[src/rtl/tlb_pkg.sv]
package tlb_pkg;

  localparam logic [2:0] A_OP_PUT_FULL = 3'd0;
  localparam logic [2:0] A_OP_PUT_PART = 3'd1;
  localparam logic [2:0] A_OP_GET      = 3'd4;

  localparam logic [2:0] D_OP_ACK      = 3'd0;
  localparam logic [2:0] D_OP_ACK_DATA = 3'd1;

  localparam logic [1:0] BURST_INCR    = 2'b01;

  typedef enum logic [2:0] {
    ST_IDLE,
    ST_WR_ISSUE,
    ST_WR_RESP,
    ST_RD_ISSUE,
    ST_RD_RESP,
    ST_D_OUT
  } tlb_state_e;

  typedef enum logic [1:0] {
    KIND_WRITE,
    KIND_READ,
    KIND_BAD
  } req_kind_e;

  function automatic req_kind_e classify(input logic [2:0] op);
    if (op == A_OP_PUT_FULL || op == A_OP_PUT_PART) return KIND_WRITE;
    if (op == A_OP_GET) return KIND_READ;
    return KIND_BAD;
  endfunction

  // slave error and decode error both have the upper code bit set
  function automatic logic resp_is_err(input logic [1:0] resp);
    return resp[1];
  endfunction

endpackage

[src/rtl/tlb_ctrl.sv]
module tlb_ctrl
  import tlb_pkg::*;
(
  input  logic       clk,
  input  logic       rst_n,
  input  logic       a_fire,
  input  req_kind_e  a_kind,
  input  logic       wr_issue_done,
  input  logic       ar_fire,
  input  logic       b_fire,
  input  logic       r_fire,
  input  logic       d_fire,
  output tlb_state_e state_q
);

  tlb_state_e state_d;

  always_comb begin
    state_d = state_q;
    unique case (state_q)
      ST_IDLE: if (a_fire) begin
        unique case (a_kind)
          KIND_WRITE: state_d = ST_WR_ISSUE;
          KIND_READ:  state_d = ST_RD_ISSUE;
          default:    state_d = ST_D_OUT;
        endcase
      end
      ST_WR_ISSUE: if (wr_issue_done) state_d = ST_WR_RESP;
      ST_WR_RESP:  if (b_fire)        state_d = ST_D_OUT;
      ST_RD_ISSUE: if (ar_fire)       state_d = ST_RD_RESP;
      ST_RD_RESP:  if (r_fire)        state_d = ST_D_OUT;
      ST_D_OUT:    if (d_fire)        state_d = ST_IDLE;
      default:                        state_d = ST_IDLE;
    endcase
  end

  always_ff @(posedge clk or negedge rst_n) begin
    if (!rst_n) state_q <= ST_IDLE;
    else        state_q <= state_d;
  end

endmodule

[src/rtl/tlb_wr_track.sv]
module tlb_wr_track (
  input  logic clk,
  input  logic rst_n,
  input  logic start,
  input  logic awready,
  input  logic wready,
  output logic aw_pend_q,
  output logic w_pend_q,
  output logic all_done
);

  logic aw_left, w_left, aw_pend_d, w_pend_d, en;

  assign aw_left   = aw_pend_q & ~awready;
  assign w_left    = w_pend_q & ~wready;
  assign all_done  = ~aw_left & ~w_left;
  assign aw_pend_d = start | aw_left;
  assign w_pend_d  = start | w_left;
  assign en        = start | aw_pend_q | w_pend_q;

  always_ff @(posedge clk or negedge rst_n) begin
    if (!rst_n) begin
      aw_pend_q <= 1'b0;
      w_pend_q  <= 1'b0;
    end else if (en) begin
      aw_pend_q <= aw_pend_d;
      w_pend_q  <= w_pend_d;
    end
  end

endmodule

[src/rtl/tlb_d_hold.sv]
module tlb_d_hold #(
  parameter int DW = 256
) (
  input  logic          clk,
  input  logic          rst_n,
  input  logic          load,
  input  logic [2:0]    op_in,
  input  logic          err_in,
  input  logic [DW-1:0] data_in,
  output logic [2:0]    op_q,
  output logic          err_q,
  output logic [DW-1:0] data_q
);

  always_ff @(posedge clk or negedge rst_n) begin
    if (!rst_n) begin
      op_q   <= '0;
      err_q  <= 1'b0;
      data_q <= '0;
    end else if (load) begin
      op_q   <= op_in;
      err_q  <= err_in;
      data_q <= data_in;
    end
  end

endmodule

[src/rtl/tlul_axi_bridge.sv]
module tlul_axi_bridge
  import tlb_pkg::*;
#(
  parameter int AW  = 32,
  parameter int IDW = 6,
  parameter int DW  = 256
) (
  input  logic            clk,
  input  logic            rst_n,
  input  logic            a_valid,
  output logic            a_ready,
  input  logic [2:0]      a_opcode,
  input  logic [2:0]      a_param,
  input  logic [2:0]      a_size,
  input  logic [IDW-1:0]  a_source,
  input  logic [AW-1:0]   a_address,
  input  logic [DW/8-1:0] a_mask,
  input  logic [DW-1:0]   a_data,
  output logic            d_valid,
  input  logic            d_ready,
  output logic [2:0]      d_opcode,
  output logic [IDW-1:0]  d_source,
  output logic [DW-1:0]   d_data,
  output logic            d_error,
  output logic            awvalid,
  input  logic            awready,
  output logic [IDW-1:0]  awid,
  output logic [AW-1:0]   awaddr,
  output logic [7:0]      awlen,
  output logic [2:0]      awsize,
  output logic [1:0]      awburst,
  output logic            wvalid,
  input  logic            wready,
  output logic [DW-1:0]   wdata,
  output logic [DW/8-1:0] wstrb,
  output logic            wlast,
  input  logic            bvalid,
  output logic            bready,
  input  logic [IDW-1:0]  bid,
  input  logic [1:0]      bresp,
  output logic            arvalid,
  input  logic            arready,
  output logic [IDW-1:0]  arid,
  output logic [AW-1:0]   araddr,
  output logic [7:0]      arlen,
  output logic [2:0]      arsize,
  output logic [1:0]      arburst,
  input  logic            rvalid,
  output logic            rready,
  input  logic [IDW-1:0]  rid,
  input  logic [DW-1:0]   rdata,
  input  logic [1:0]      rresp,
  input  logic            rlast
);

  localparam int SW = DW / 8;

  tlb_state_e state_q;
  req_kind_e  a_kind;
  logic       a_fire, ar_fire, b_fire, r_fire, d_fire;
  logic       wr_start, wr_done, aw_pend, w_pend;
  logic       d_load, d_err_in;
  logic [2:0] d_op_in;
  logic [DW-1:0] d_data_in;

  logic [AW-1:0]  req_addr_q;
  logic [IDW-1:0] req_id_q;
  logic [2:0]     req_size_q;
  logic [SW-1:0]  req_strb_q;
  logic [DW-1:0]  req_data_q;

  // param, bid, rid and rlast carry nothing needed by a single in-flight beat
  logic unused_in;
  assign unused_in = ^{a_param, bid, rid, rlast};

  assign a_kind  = classify(a_opcode);
  assign a_ready = (state_q == ST_IDLE);
  assign a_fire  = a_valid & a_ready;
  assign ar_fire = arvalid & arready;
  assign b_fire  = bvalid & bready;
  assign r_fire  = rvalid & rready;
  assign d_fire  = d_valid & d_ready;
  assign wr_start = a_fire & (a_kind == KIND_WRITE);

  // request capture: address side for every request, data side for puts only
  always_ff @(posedge clk or negedge rst_n) begin
    if (!rst_n) begin
      req_addr_q <= '0;
      req_id_q   <= '0;
      req_size_q <= '0;
    end else if (a_fire) begin
      req_addr_q <= a_address;
      req_id_q   <= a_source;
      req_size_q <= a_size;
    end
  end

  always_ff @(posedge clk or negedge rst_n) begin
    if (!rst_n) begin
      req_strb_q <= '0;
      req_data_q <= '0;
    end else if (wr_start) begin
      req_strb_q <= a_mask;
      req_data_q <= a_data;
    end
  end

  tlb_ctrl ctrl_i (
    .clk           (clk),
    .rst_n         (rst_n),
    .a_fire        (a_fire),
    .a_kind        (a_kind),
    .wr_issue_done (wr_done),
    .ar_fire       (ar_fire),
    .b_fire        (b_fire),
    .r_fire        (r_fire),
    .d_fire        (d_fire),
    .state_q       (state_q)
  );

  tlb_wr_track wr_i (
    .clk       (clk),
    .rst_n     (rst_n),
    .start     (wr_start),
    .awready   (awready),
    .wready    (wready),
    .aw_pend_q (aw_pend),
    .w_pend_q  (w_pend),
    .all_done  (wr_done)
  );

  always_comb begin
    d_load    = 1'b0;
    d_op_in   = D_OP_ACK;
    d_err_in  = 1'b0;
    d_data_in = '0;
    if (b_fire) begin
      d_load   = 1'b1;
      d_err_in = resp_is_err(bresp);
    end else if (r_fire) begin
      d_load    = 1'b1;
      d_op_in   = D_OP_ACK_DATA;
      d_err_in  = resp_is_err(rresp);
      d_data_in = rdata;
    end else if (a_fire && a_kind == KIND_BAD) begin
      d_load   = 1'b1;
      d_err_in = 1'b1;
    end
  end

  tlb_d_hold #(.DW(DW)) dh_i (
    .clk     (clk),
    .rst_n   (rst_n),
    .load    (d_load),
    .op_in   (d_op_in),
    .err_in  (d_err_in),
    .data_in (d_data_in),
    .op_q    (d_opcode),
    .err_q   (d_error),
    .data_q  (d_data)
  );

  assign d_valid  = (state_q == ST_D_OUT);
  assign d_source = req_id_q;

  assign awvalid = aw_pend;
  assign awid    = req_id_q;
  assign awaddr  = req_addr_q;
  assign awlen   = 8'd0;
  assign awsize  = req_size_q;
  assign awburst = BURST_INCR;
  assign wvalid  = w_pend;
  assign wdata   = req_data_q;
  assign wstrb   = req_strb_q;
  assign wlast   = 1'b1;
  assign bready  = (state_q == ST_WR_RESP);

  assign arvalid = (state_q == ST_RD_ISSUE);
  assign arid    = req_id_q;
  assign araddr  = req_addr_q;
  assign arlen   = 8'd0;
  assign arsize  = req_size_q;
  assign arburst = BURST_INCR;
  assign rready  = (state_q == ST_RD_RESP);

endmodule

[config.mk]
export PLATFORM = sky130hd
export DESIGN_NAME = tlul_axi_bridge
export DESIGN_NICKNAME = d
export VERILOG_FILES = /design/src/rtl/tlb_pkg.sv /design/src/rtl/tlb_ctrl.sv /design/src/rtl/tlb_wr_track.sv /design/src/rtl/tlb_d_hold.sv /design/src/rtl/tlul_axi_bridge.sv
export SDC_FILE = /design/constraint.sdc
export NUM_CORES = 1
export LEC_CHECK = 0
export CAP_MARGIN = 5
export CORE_AREA = 4 4 503 505
export DETAILED_ROUTE_END_ITERATION = 7
export DIE_AREA = 0 0 507 509
export GPL_TIMING_DRIVEN = 1
export PLACE_DENSITY_LB_ADDON = 0.2
export REMOVE_ABC_BUFFERS = 1
export SLEW_MARGIN = 0
export SYNTH_ARGS = -nofsm -noshare
export SYNTH_HDL_FRONTEND = slang
export SYNTH_SLANG_ARGS = --single-unit
[constraint.sdc]
create_clock -name clk -period 1.8 [get_ports clk]
set_input_delay 0.18 -clock clk [delete_from_list [all_inputs] [get_ports clk]]
set_output_delay 0.18 -clock clk [all_outputs]
set_load 0.02 [all_outputs]
==> impl_results.md, run 1 <==
* Run status: finished, violations left
* Failing checks: setup timing
* Met2 usage at 0.189
* Buf/Inv on CP at 6
* Post-layout minimum cycle time at around 1.9 ns
* Clock share of power at 0.238
* Synth Flop Type: dfrtp_1
* Slowest-stage cell, CP: dfrtp_1
* Worst-path clk slew at around 0.060 ns
* Clock sink total at between 500 and 600
* Number of synthesized flops with an enable pin at 0
* Nets@finish at about 3800
* Num rows at about 180
* Layout Skew at between 0.03 and 0.04 ns
* Initial antenna violation count at 71
* Combinational power share at 0.467
* R2r worst-path depth at 9
* Height of the die at 509 um
* Max-slew violation count at 0
* First-pass GRT wire length at 202000 um
* Max Clk Rate at between 500 and 600 MHz
* Storage element area at between 0.01 and 0.015 mm^2
* Number of global-route vias before repair at 21600
* Yosys reg bits at a little under 600
* CTS root buf: clkbuf_16
* DR DRC count at 0
* Io pins at ~1300
* Asr flop ratio synth at 1.00
* GR peak layer: met2
* Worst path max stage delay at roughly 0.41 ns
* Total global routing overflow at 0
* Multi-input gate area at roughly 0.0064 mm^2
* Met3 global-route usage at 0.0653
* Worst Path Arrival at approximately 2.6 ns
* P&R area growth vs syn at 113%
* Final worst path period share at 1.07
* Final Hold Vio Count at 0
* Fill count at between 20000 and 30000
* Syn Std Cell Area at ~0.022 mm^2
* Reg-to-Reg End: dh_i.data_q[234]$_DFFE_PN0P_
* Max VDD drop at ~0.00081 V
* Vias per inst at 2.97
* Post-detailed-route count of antenna-violating nets at 0
* Flop pwr share at 0.294
* Setup ws final at -0.119 ns
* Max Fanout on Critical Path at 8
* FF-to-FF setup slack at -0.12 ns
* Sequential share of the synthesized area at 0.667
* Clk_lat worst skew at around 0.72 ns
* Crit. Startpoint: ctrl_i.state_q[2]$_DFFE_PN0P_
* Critical path endpoint: dh_i.data_q[234]$_DFFE_PN0P_
* Final weighted congestion in routability-driven placement at about 0.8
* Max clock buf depth at 3
* Switch share at 0.404
* Pin count of the biggest net entering global routing at 58
* RSZ-0062 raised after global routing: yes
* Critical path depth at 9
* Cells after Synth at around 1400
* Commonest cells after routing, fill and taps aside: clkdlybuf4s50_1 (597), dfrtp_1 (575), dlygate4sd3_1 (443), dlygate4sd2_1 (427), mux2_2 (330)
* Final-report setup violation count at roughly 380
* Num CTS Buffers at between 80 and 90
* Chip Width at about 500 um
* Starting Density at 0.0895
* Met1 Use GR at 0.126
* Count of cell types in the netlist at 27
* Lkg Pwr at approximately 21 nW
* Net Switching at 31.5 mW
* Dpl ws at -0.334 ns
* Critical path type: register to register
* TritonCTS clock tree: yes
* Crit path cell chain: buf_6, buf_6, and3_4, a221oi_4, buf_12, buf_8, buf_6, clkbuf_16, a22o_1
* Total core area at 0.248 mm^2
* H-tree depth at 3
* Vias at approximately 20000
* WP data required at 2.44 ns
* Pwr dens at 1650 mW/mm^2
* Power Internal at ~47 mW
* CP top delay family: buffers and inverters
* Drt total wl at around 160000 um
* Port bufs at between 1000 and 1500
* Die area at 0.258 mm^2
* Initial DRT Pass Iterations at 4
* Initial DRC Count at around 700
* Ratio of cells with drive above 1 in the final layout at 0.265
* Setup tns final at -17.04 ns
* Max Cap Viol at 0
* Worst R2R Start: ctrl_i.state_q[2]$_DFFE_PN0P_
* Warnings, synthesis at 0
* Total GRT Usage at 0.115
* Most used cell, CP: buf_6
* HP Class: primary input to register
* CP Capture Type: register
* Final HPWL DP at between 100000 and 150000 um
* Syn Area/Cell at about 16 um^2
* Most common cell after layout, fill and taps aside: clkdlybuf4s50_1
* CP Launch Type: register
* Total Power at between 70 and 80 mW
* Routed length per placed instance at between 20 and 25 um
* Worst hold slack at roughly 0.10 ns
layout make-up:
class / instances / area share
Tap cell: 3330 / 0.0881
Timing Repair Buffer: 1859 / 0.397
Clock buffer: 130 / 0.0545
Inverter: 3 / 0.000238
Sequential cell: 592 / 0.314
Multi-Input combinational cell: 648 / 0.135
Antenna cell: 19 / 0.00100
Clock inverter: 30 / 0.0108
synth_stat cells (all sizes together) (3+ instances only):
cell / instances / area, um^2
mux2: 330 / 3720
nor2b: 5 / 31.3
inv: 3 / 11.3
a22o: 256 / 2240
nor3: 4 / 20.0
nand2: 5 / 21.3
a21o: 4 / 30.0
buf: 135 / 1060
clkbuf: 30 / 113
dfrtp: 592 / 14800
nor2: 5 / 18.8
flip-flops by register name, indices dropped and copies added, names as in the netlist:
register / count
dh_i.op_q: 1
arid: 6
arsize: 3
dh_i.err_q: 1
wstrb: 32
araddr: 32
wr_i.w_pend_q: 1
dh_i.data_q: 256
wdata: 256
ctrl_i.state_q: 3
wr_i.aw_pend_q: 1
repair_timing:
action	in CTS	in global routing
setup buffers	8	14
gates resized for setup	914	50
hold buffers	444	0
setup endpoints to repair	967	472
pin swaps	6	21
endpoints found under the hold margin	808	0
gates cloned	0	29
cell families after synthesis:
family	after synthesis	synth area share
multiplexers	331	0.168
AND/OR/NAND/NOR	26	0.00603
AO/OA/AOI/OAI	268	0.106
buffers and inverters	168	0.0532
flip-flops	592	0.667
other	2	0.000338
metal layers:
metal / vias up / wire length, um
met4: 18 / 4640
met1: 9736 / 59600
met5: - / 117
met3: 219 / 20000
met2: 1016 / 74700
li1: 8653 / -
power groups by stage:
stage	Combinational, mW	Sequential [mW]	Clock [mW]
2_1_floorplan	7.72	32.2	0
3_3_place_gp	37.5	23.4	0
3_5_place_dp	37.5	23.3	0
4_1_cts	35.4	23.1	19.7
5_1_grt	39.0	23.7	20.0
6_report	36.5	23.0	18.6
per-stage QoR:
stage,instances,area (um^2),util
2_1_floorplan,1243,21100,-
3_3_place_gp,5939,39000,0.157
3_5_place_dp,5939,39000,0.157
4_1_cts,6551,46300,0.187
5_1_grt,6598,47300,0.190
6_report,6611,47300,0.191
worst min-delay path by stage:
stage | startpoint | end | cells after the start
2_1_floorplan | rst_n | araddr[0]$_DFFE_PN0P_ | 0
3_3_place_gp | rst_n | dh_i.data_q[95]$_DFFE_PN0P_ | 1
3_5_place_dp | rst_n | dh_i.data_q[95]$_DFFE_PN0P_ | 1
4_1_cts | rdata[93] | dh_i.data_q[93]$_DFFE_PN0P_ | 2
5_1_grt | rdata[147] | dh_i.data_q[147]$_DFFE_PN0P_ | 2
6_report | rdata[75] | dh_i.data_q[75]$_DFFE_PN0P_ | 2
Power figures use the tool's default switching activity.
==> run 2: changes to the inputs <==
--- a/config.mk
+++ b/config.mk
@@ -6,9 +6,9 @@
 export NUM_CORES = 1
 export LEC_CHECK = 0
 export CAP_MARGIN = 5
-export CORE_AREA = 4 4 503 505
+export CORE_AREA = 2 2 501 503
 export DETAILED_ROUTE_END_ITERATION = 7
-export DIE_AREA = 0 0 507 509
+export DIE_AREA = 0 0 503 505
 export GPL_TIMING_DRIVEN = 1
 export PLACE_DENSITY_LB_ADDON = 0.2
 export REMOVE_ABC_BUFFERS = 1
==> impl_results.md, run 2 (same netlist as run 1, synthesis figures left out) <==
* Max Fanout on Critical Path at 54
* Dpl ws at -0.320 ns
* Commonest cells after routing, fill and taps aside: clkdlybuf4s50_1 (597), dfrtp_1 (586), dlygate4sd2_1 (459), dlygate4sd3_1 (344), mux2_2 (330)
* Height of the die at around 510 um
* Worst Tran Pin Value at 0.879 ns
* Vias per inst at about 2.9
* Post-detailed-route count of antenna-violating nets at 0
* First-pass GRT wire length at ~200000 um
* Final worst path period share at 1.11
* Run status: finished, violations left
* H-tree depth at 3
* Ratio of cells with drive above 1 in the final layout at 0.253
* HP Class: primary input to register
* RSZ-0062 raised after global routing: yes
* Final-report setup violation count at 277
* Vias at approximately 19000
* Min-Delay Endpoint: wdata[181]$_DFFE_PN0P_
* Layout Skew at 0.0286 ns
* Design area at approximately 0.045 mm^2
* R2r worst-path depth at 8
* Crit path cell chain: buf_6, buf_6, and3_4, a221oi_4, buf_12, buf_16, buf_16, a22o_1
* Inst Count DP at approximately 6000
* Multi-input gate area at between 0.006 and 0.007 mm^2
* Most common cell after layout, fill and taps aside: clkdlybuf4s50_1
* Reg-to-Reg End: dh_i.data_q[128]$_DFFE_PN0P_
* Total global routing overflow at 0
* Die area at around 0.25 mm^2
* FF-to-FF setup slack at -0.20 ns
* Fill count at between 20000 and 30000
* Worst Path Arrival at approximately 2.6 ns
* Final core occ at 0.183
* Final weighted congestion in routability-driven placement at slightly below 0.8
* Finished Layout Cells at roughly 6500
* CP Capture Type: register
* Pwr dens at ~1700 mW/mm^2
* Post-layout minimum cycle time at 2.00 ns
* Setup ws final at -0.195 ns
* Starting Density at 0.0895
* Drt total wl at around 160000 um
* Initial antenna violation count at a little over 60
* Hold path cells at 2
* Worst-path clk slew at 0.06 ns
* Placed cell area at 0.0389 mm^2
* Pin count of the biggest net entering global routing at between 70 and 80
* Hold path start: a_data[181]
* Routed length per placed instance at 24.0 um
* Final HPWL DP at approximately 130000 um
* Max VDD drop at approximately 0.00075 V
* P&R area growth vs syn at 105%
* Buf/Inv on CP at 5
* DR DRC count at 0
* Max Cap Viol at 0
* WP data required at around 2.4 ns
* Clk_lat worst skew at between 0.7 and 0.8 ns
* Num CTS Buffers at between 80 and 90
* Number of global-route vias before repair at 21000
* Num rows at about 180
* Max-Slew Margin vs Limit at 0.412
* CTS root buf: clkbuf_16
* Max clock buf depth at 3
* Initial DRT Pass Iterations at 4
* Port bufs at 1239
* CP top delay family: buffers and inverters
* CP Launch Type: register
* Lkg Pwr at about 20 nW
* Failing checks: setup timing
* Storage element area at 0.0148 mm^2
* Initial DRC Count at roughly 620
* Nets@finish at between 3000 and 4000
* Worst R2R Start: ctrl_i.state_q[2]$_DFFE_PN0P_
* Total GRT Usage at 0.117
* Clock sink total at between 500 and 600
* Worst path max stage delay at 0.44 ns
* Max Clk Rate at between 500 and 600 MHz
* Chip Width at ~500 um
* Max-slew violation count at 0
* Worst hold slack at ~0.097 ns
* Slowest-stage cell, CP: dfrtp_2
* TritonCTS clock tree: yes
* Critical path type: register to register
* Io pins at about 1300
* Final Hold Vio Count at 0
* Total core area at roughly 0.25 mm^2
[run 2: changes by cell type in the layout (fill, tap and decap cells not counted), sizes merged, moves of 4 or more]
cell	change
dlygate4sd3	-99
clkdlybuf4s15	-52
clkbuf	-32
dlygate4sd2	+32
clkinvlp	+6
diode	+6
clkinv	+4
[run 2: worst max path at each step]
stage | startpoint | to | slack (ns) | depth (start not counted)
2_1_floorplan | ctrl_i.state_q[0]$_DFFE_PN0P_ | dh_i.data_q[0]$_DFFE_PN0P_ | -8.53 | 4
3_3_place_gp | a_valid | dh_i.data_q[181]$_DFFE_PN0P_ | -0.33 | 7
3_5_place_dp | a_valid | dh_i.data_q[60]$_DFFE_PN0P_ | -0.32 | 7
4_1_cts | ctrl_i.state_q[2]$_DFFE_PN0P_ | bready | -0.26 | 4
5_1_grt | ctrl_i.state_q[2]$_DFFE_PN0P_ | dh_i.data_q[210]$_DFFE_PN0P_ | -0.25 | 8
6_report | ctrl_i.state_q[2]$_DFFE_PN0P_ | dh_i.data_q[128]$_DFFE_PN0P_ | -0.20 | 8
[run 2: report_power, final]
| part | internal (mW) | switching, mW | total (mW) |
|---|---|---|---|
| sequential | 19.1 | 3.70 | 22.8 |
| clock | 10.6 | 7.37 | 18.0 |
| combinational | 15.1 | 20.1 | 35.2 |
[run 2: per-stage QoR]
step                      power, mW  setup TNS (ns)
final                          76.0          -33.38
after global routing           81.0          -51.58
after CTS                      77.2          -34.18
after detailed placement       60.9         -121.69
after global placement         61.0         -127.27
after floorplan                39.9        -3554.05
[run 2: layout make-up]
class	count	share of cell area
inverter	3	0.000248
antenna	25	0.00138
clock inverter	42	0.0130
timing repair buffer	1724	0.375
tap	3330	0.0917
clock buffer	112	0.0512
sequential	592	0.326
multi-input combinational	648	0.141
[run 2: worst reg2reg max path, cell delays in order (launching register included)]
cell and delay [ns]:
dfrtp_2 0.44, buf_6 0.14, buf_6 0.12, and3_4 0.16
a221oi_4 0.22, buf_12 0.16, buf_16 0.16, buf_16 0.26
a22o_1 0.24
[run 2: timing repair]
action | in CTS | in global routing
gates cloned | 0 | 9
gates resized for setup | 790 | 37
setup buffers | 8 | 8
hold buffers | 344 | 0
pin swaps | 3 | 11
hold endpoints to repair | 893 | 0
endpoints found under the setup margin | 978 | 572
[run 2: layer usage]
metal | GRT usage | wire (um) | vias up | part of all wire
li1 | - | - | 8397 | -
met1 | 0.129 | 58600 | 9509 | 0.38
met2 | 0.192 | 71800 | 962 | 0.46
met3 | 0.0670 | 21200 | 196 | 0.14
met4 | 0.0307 | 3380 | 28 | 0.022
met5 | 0 | 172 | - | 0.0011
==> run 3: changes to the inputs <==
--- a/config.mk
+++ b/config.mk
@@ -12,6 +12,7 @@
 export GPL_TIMING_DRIVEN = 1
 export PLACE_DENSITY_LB_ADDON = 0.2
 export REMOVE_ABC_BUFFERS = 1
+export SETUP_SLACK_MARGIN = 0.05
 export SLEW_MARGIN = 0
 export SYNTH_ARGS = -nofsm -noshare
 export SYNTH_HDL_FRONTEND = slang
==> impl_results.md, run 3 (same netlist as run 1, synthesis figures left out) <==
* Run status: finished, violations left
* Failing checks: setup timing
* Max clock buf depth at 3
* Total GRT Usage at 0.117
* Final weighted congestion in routability-driven placement at 0.786
* Total core area at around 0.25 mm^2
* Most common cell after layout, fill and taps aside: clkdlybuf4s50_1
* Io pins at 1281
* Max-Slew Margin vs Limit at 0.356
* Nets@finish at 3703
* Clk_lat worst skew at between 0.7 and 0.8 ns
* Starting Density at 0.0895
* Slowest-stage cell, CP: dfrtp_1
* Final-report setup violation count at ~420
* Setup ws final at -0.149 ns
* FF-to-FF setup slack at -0.15 ns
* Max-slew violation count at 0
* Most used cell, CP: buf_6
* P&R area growth vs syn at 108%
* WP data required at ~2.4 ns
* Layout Skew at a little under 0.03 ns
* Fill count at 27400
* Post-layout minimum cycle time at slightly below 2 ns
* Dpl ws at -0.320 ns
* Critical path type: register to register
* Chip Width at between 500 and 600 um
* Initial DRT Pass Iterations at 4
* Number of global-route vias before repair at around 21000
* Total Power at a little under 80 mW
* DR DRC count at 0
* TritonCTS clock tree: yes
* Drt total wl at around 160000 um
* Total global routing overflow at 0
* Routed length per placed instance at between 20 and 25 um
* Worst-path clk slew at around 0.060 ns
* Worst hold slack at roughly 0.096 ns
* Final core occ at 0.186
* Num CTS Buffers at 83
* RSZ-0062 raised after global routing: yes
* First-pass GRT wire length at roughly 200000 um
* Vias at about 19000
* Worst path max stage delay at just over 0.4 ns
* CP Capture Type: register
* Pwr dens at around 1700 mW/mm^2
* Setup tns final at -23.96 ns
* Initial antenna violation count at 64
* Final HPWL DP at between 100000 and 150000 um
* Storage element area at around 0.015 mm^2
* Lkg Pwr at roughly 20 nW
* Final worst path period share at 1.08
* Vias per inst at roughly 3.0
* Port bufs at 1239
* Multi-input gate area at ~0.0064 mm^2
* Die area at roughly 0.25 mm^2
* Max VDD drop at between 0.0007 and 0.0008 V
* Worst Path Arrival at between 2 and 3 ns
* Max Clk Rate at 513 MHz
* Pin count of the biggest net entering global routing at between 70 and 80
* HP Class: primary input to register
* Max Cap Viol at 0
* Clock sink total at just under 600
* Crit path cell chain: buf_6, buf_6, and3_4, a221oi_4, buf_12, buf_16, clkbuf_16, a22o_1
* Num rows at between 150 and 200
* H-tree depth at 3
* Max Fanout on Critical Path at 11
* Initial DRC Count at approximately 640
* CP top delay family: buffers and inverters
* CP Launch Type: register
* CTS root buf: clkbuf_16
* Ratio of cells with drive above 1 in the final layout at 0.280
* Commonest cells after routing, fill and taps aside: clkdlybuf4s50_1 (597), dfrtp_1 (585), dlygate4sd2_1 (376), dlygate4sd3_1 (344), mux2_2 (330)
* Post-detailed-route count of antenna-violating nets at 0
* Height of the die at 505 um
* Final Hold Vio Count at 0
* Worst Tran Pin Value at between 0.9 and 1 ns
* Buf/Inv on CP at 5
==> run 3: timing repair <==
action,4_1_cts,5_1_grt
pin swaps,4,8
setup endpoints to repair,1117,582
setup buffers,6,16
hold buffers,344,0
hold endpoints to repair,893,0
gates resized for setup,955,57
cloned,0,37
==> run 3: area by class of cell <==
| cell class | count | share of cell area |
|---|---|---|
| Timing Repair Buffer | 1758 | 0.387 |
| Sequential cell | 592 | 0.321 |
| Multi-Input combinational cell | 648 | 0.138 |
| Tap cell | 3330 | 0.0902 |
| Clock buffer | 112 | 0.0504 |
| Clock inverter | 42 | 0.0128 |
| Antenna cell | 15 | 0.000813 |
| Inverter | 3 | 0.000244 |
==> run 3: final timing paths <==
check | cells after the start | startpoint | end
worst max-delay path | 8 | ctrl_i.state_q[2]$_DFFE_PN0P_ | dh_i.data_q[217]$_DFFE_PN0P_
worst min-delay path | 2 | a_data[181] | wdata[181]$_DFFE_PN0P_
worst max register to register | 8 | ctrl_i.state_q[2]$_DFFE_PN0P_ | dh_i.data_q[217]$_DFFE_PN0P_
worst min register to register | 1 | dh_i.op_q[0]$_DFFE_PN0P_ | dh_i.op_q[0]$_DFFE_PN0P_
max in group asynchronous | 3 | rst_n | wdata[229]$_DFFE_PN0P_
min in group asynchronous | 3 | rst_n | wdata[81]$_DFFE_PN0P_
==> run 3: stage by stage <==
stage | std cells | instance area, um^2
global placement | 5930 | 38900
detailed placement | 5930 | 38900
finish | 6500 | 46200
CTS | 6434 | 45000
global route | 6489 | 46200
floorplan | 1243 | 21100
==> run 3: layer usage <==
layer / share of wire / track usage / routed length, um
met5: 0.0011 / 0 / 184
met1: 0.38 / 0.129 / 61200
met2: 0.47 / 0.192 / 75000
met4: 0.022 / 0.0303 / 3580
met3: 0.13 / 0.0666 / 20800
==> run 3: worst register-to-register path: stages (launching register included) <==
cell and delay [ns]:
dfrtp_1 0.41, buf_6 0.14, buf_6 0.12, and3_4 0.17, a221oi_4 0.27, buf_12 0.22
buf_16 0.20, clkbuf_16 0.22, a22o_1 0.13
==> run 3: power breakdown <==
| part | switching [mW] | internal, mW |
|---|---|---|
| clock network | 7.39 | 10.6 |
| logic | 20.6 | 15.9 |
| registers | 3.75 | 19.1 |
| total | 31.7 | 45.7 |
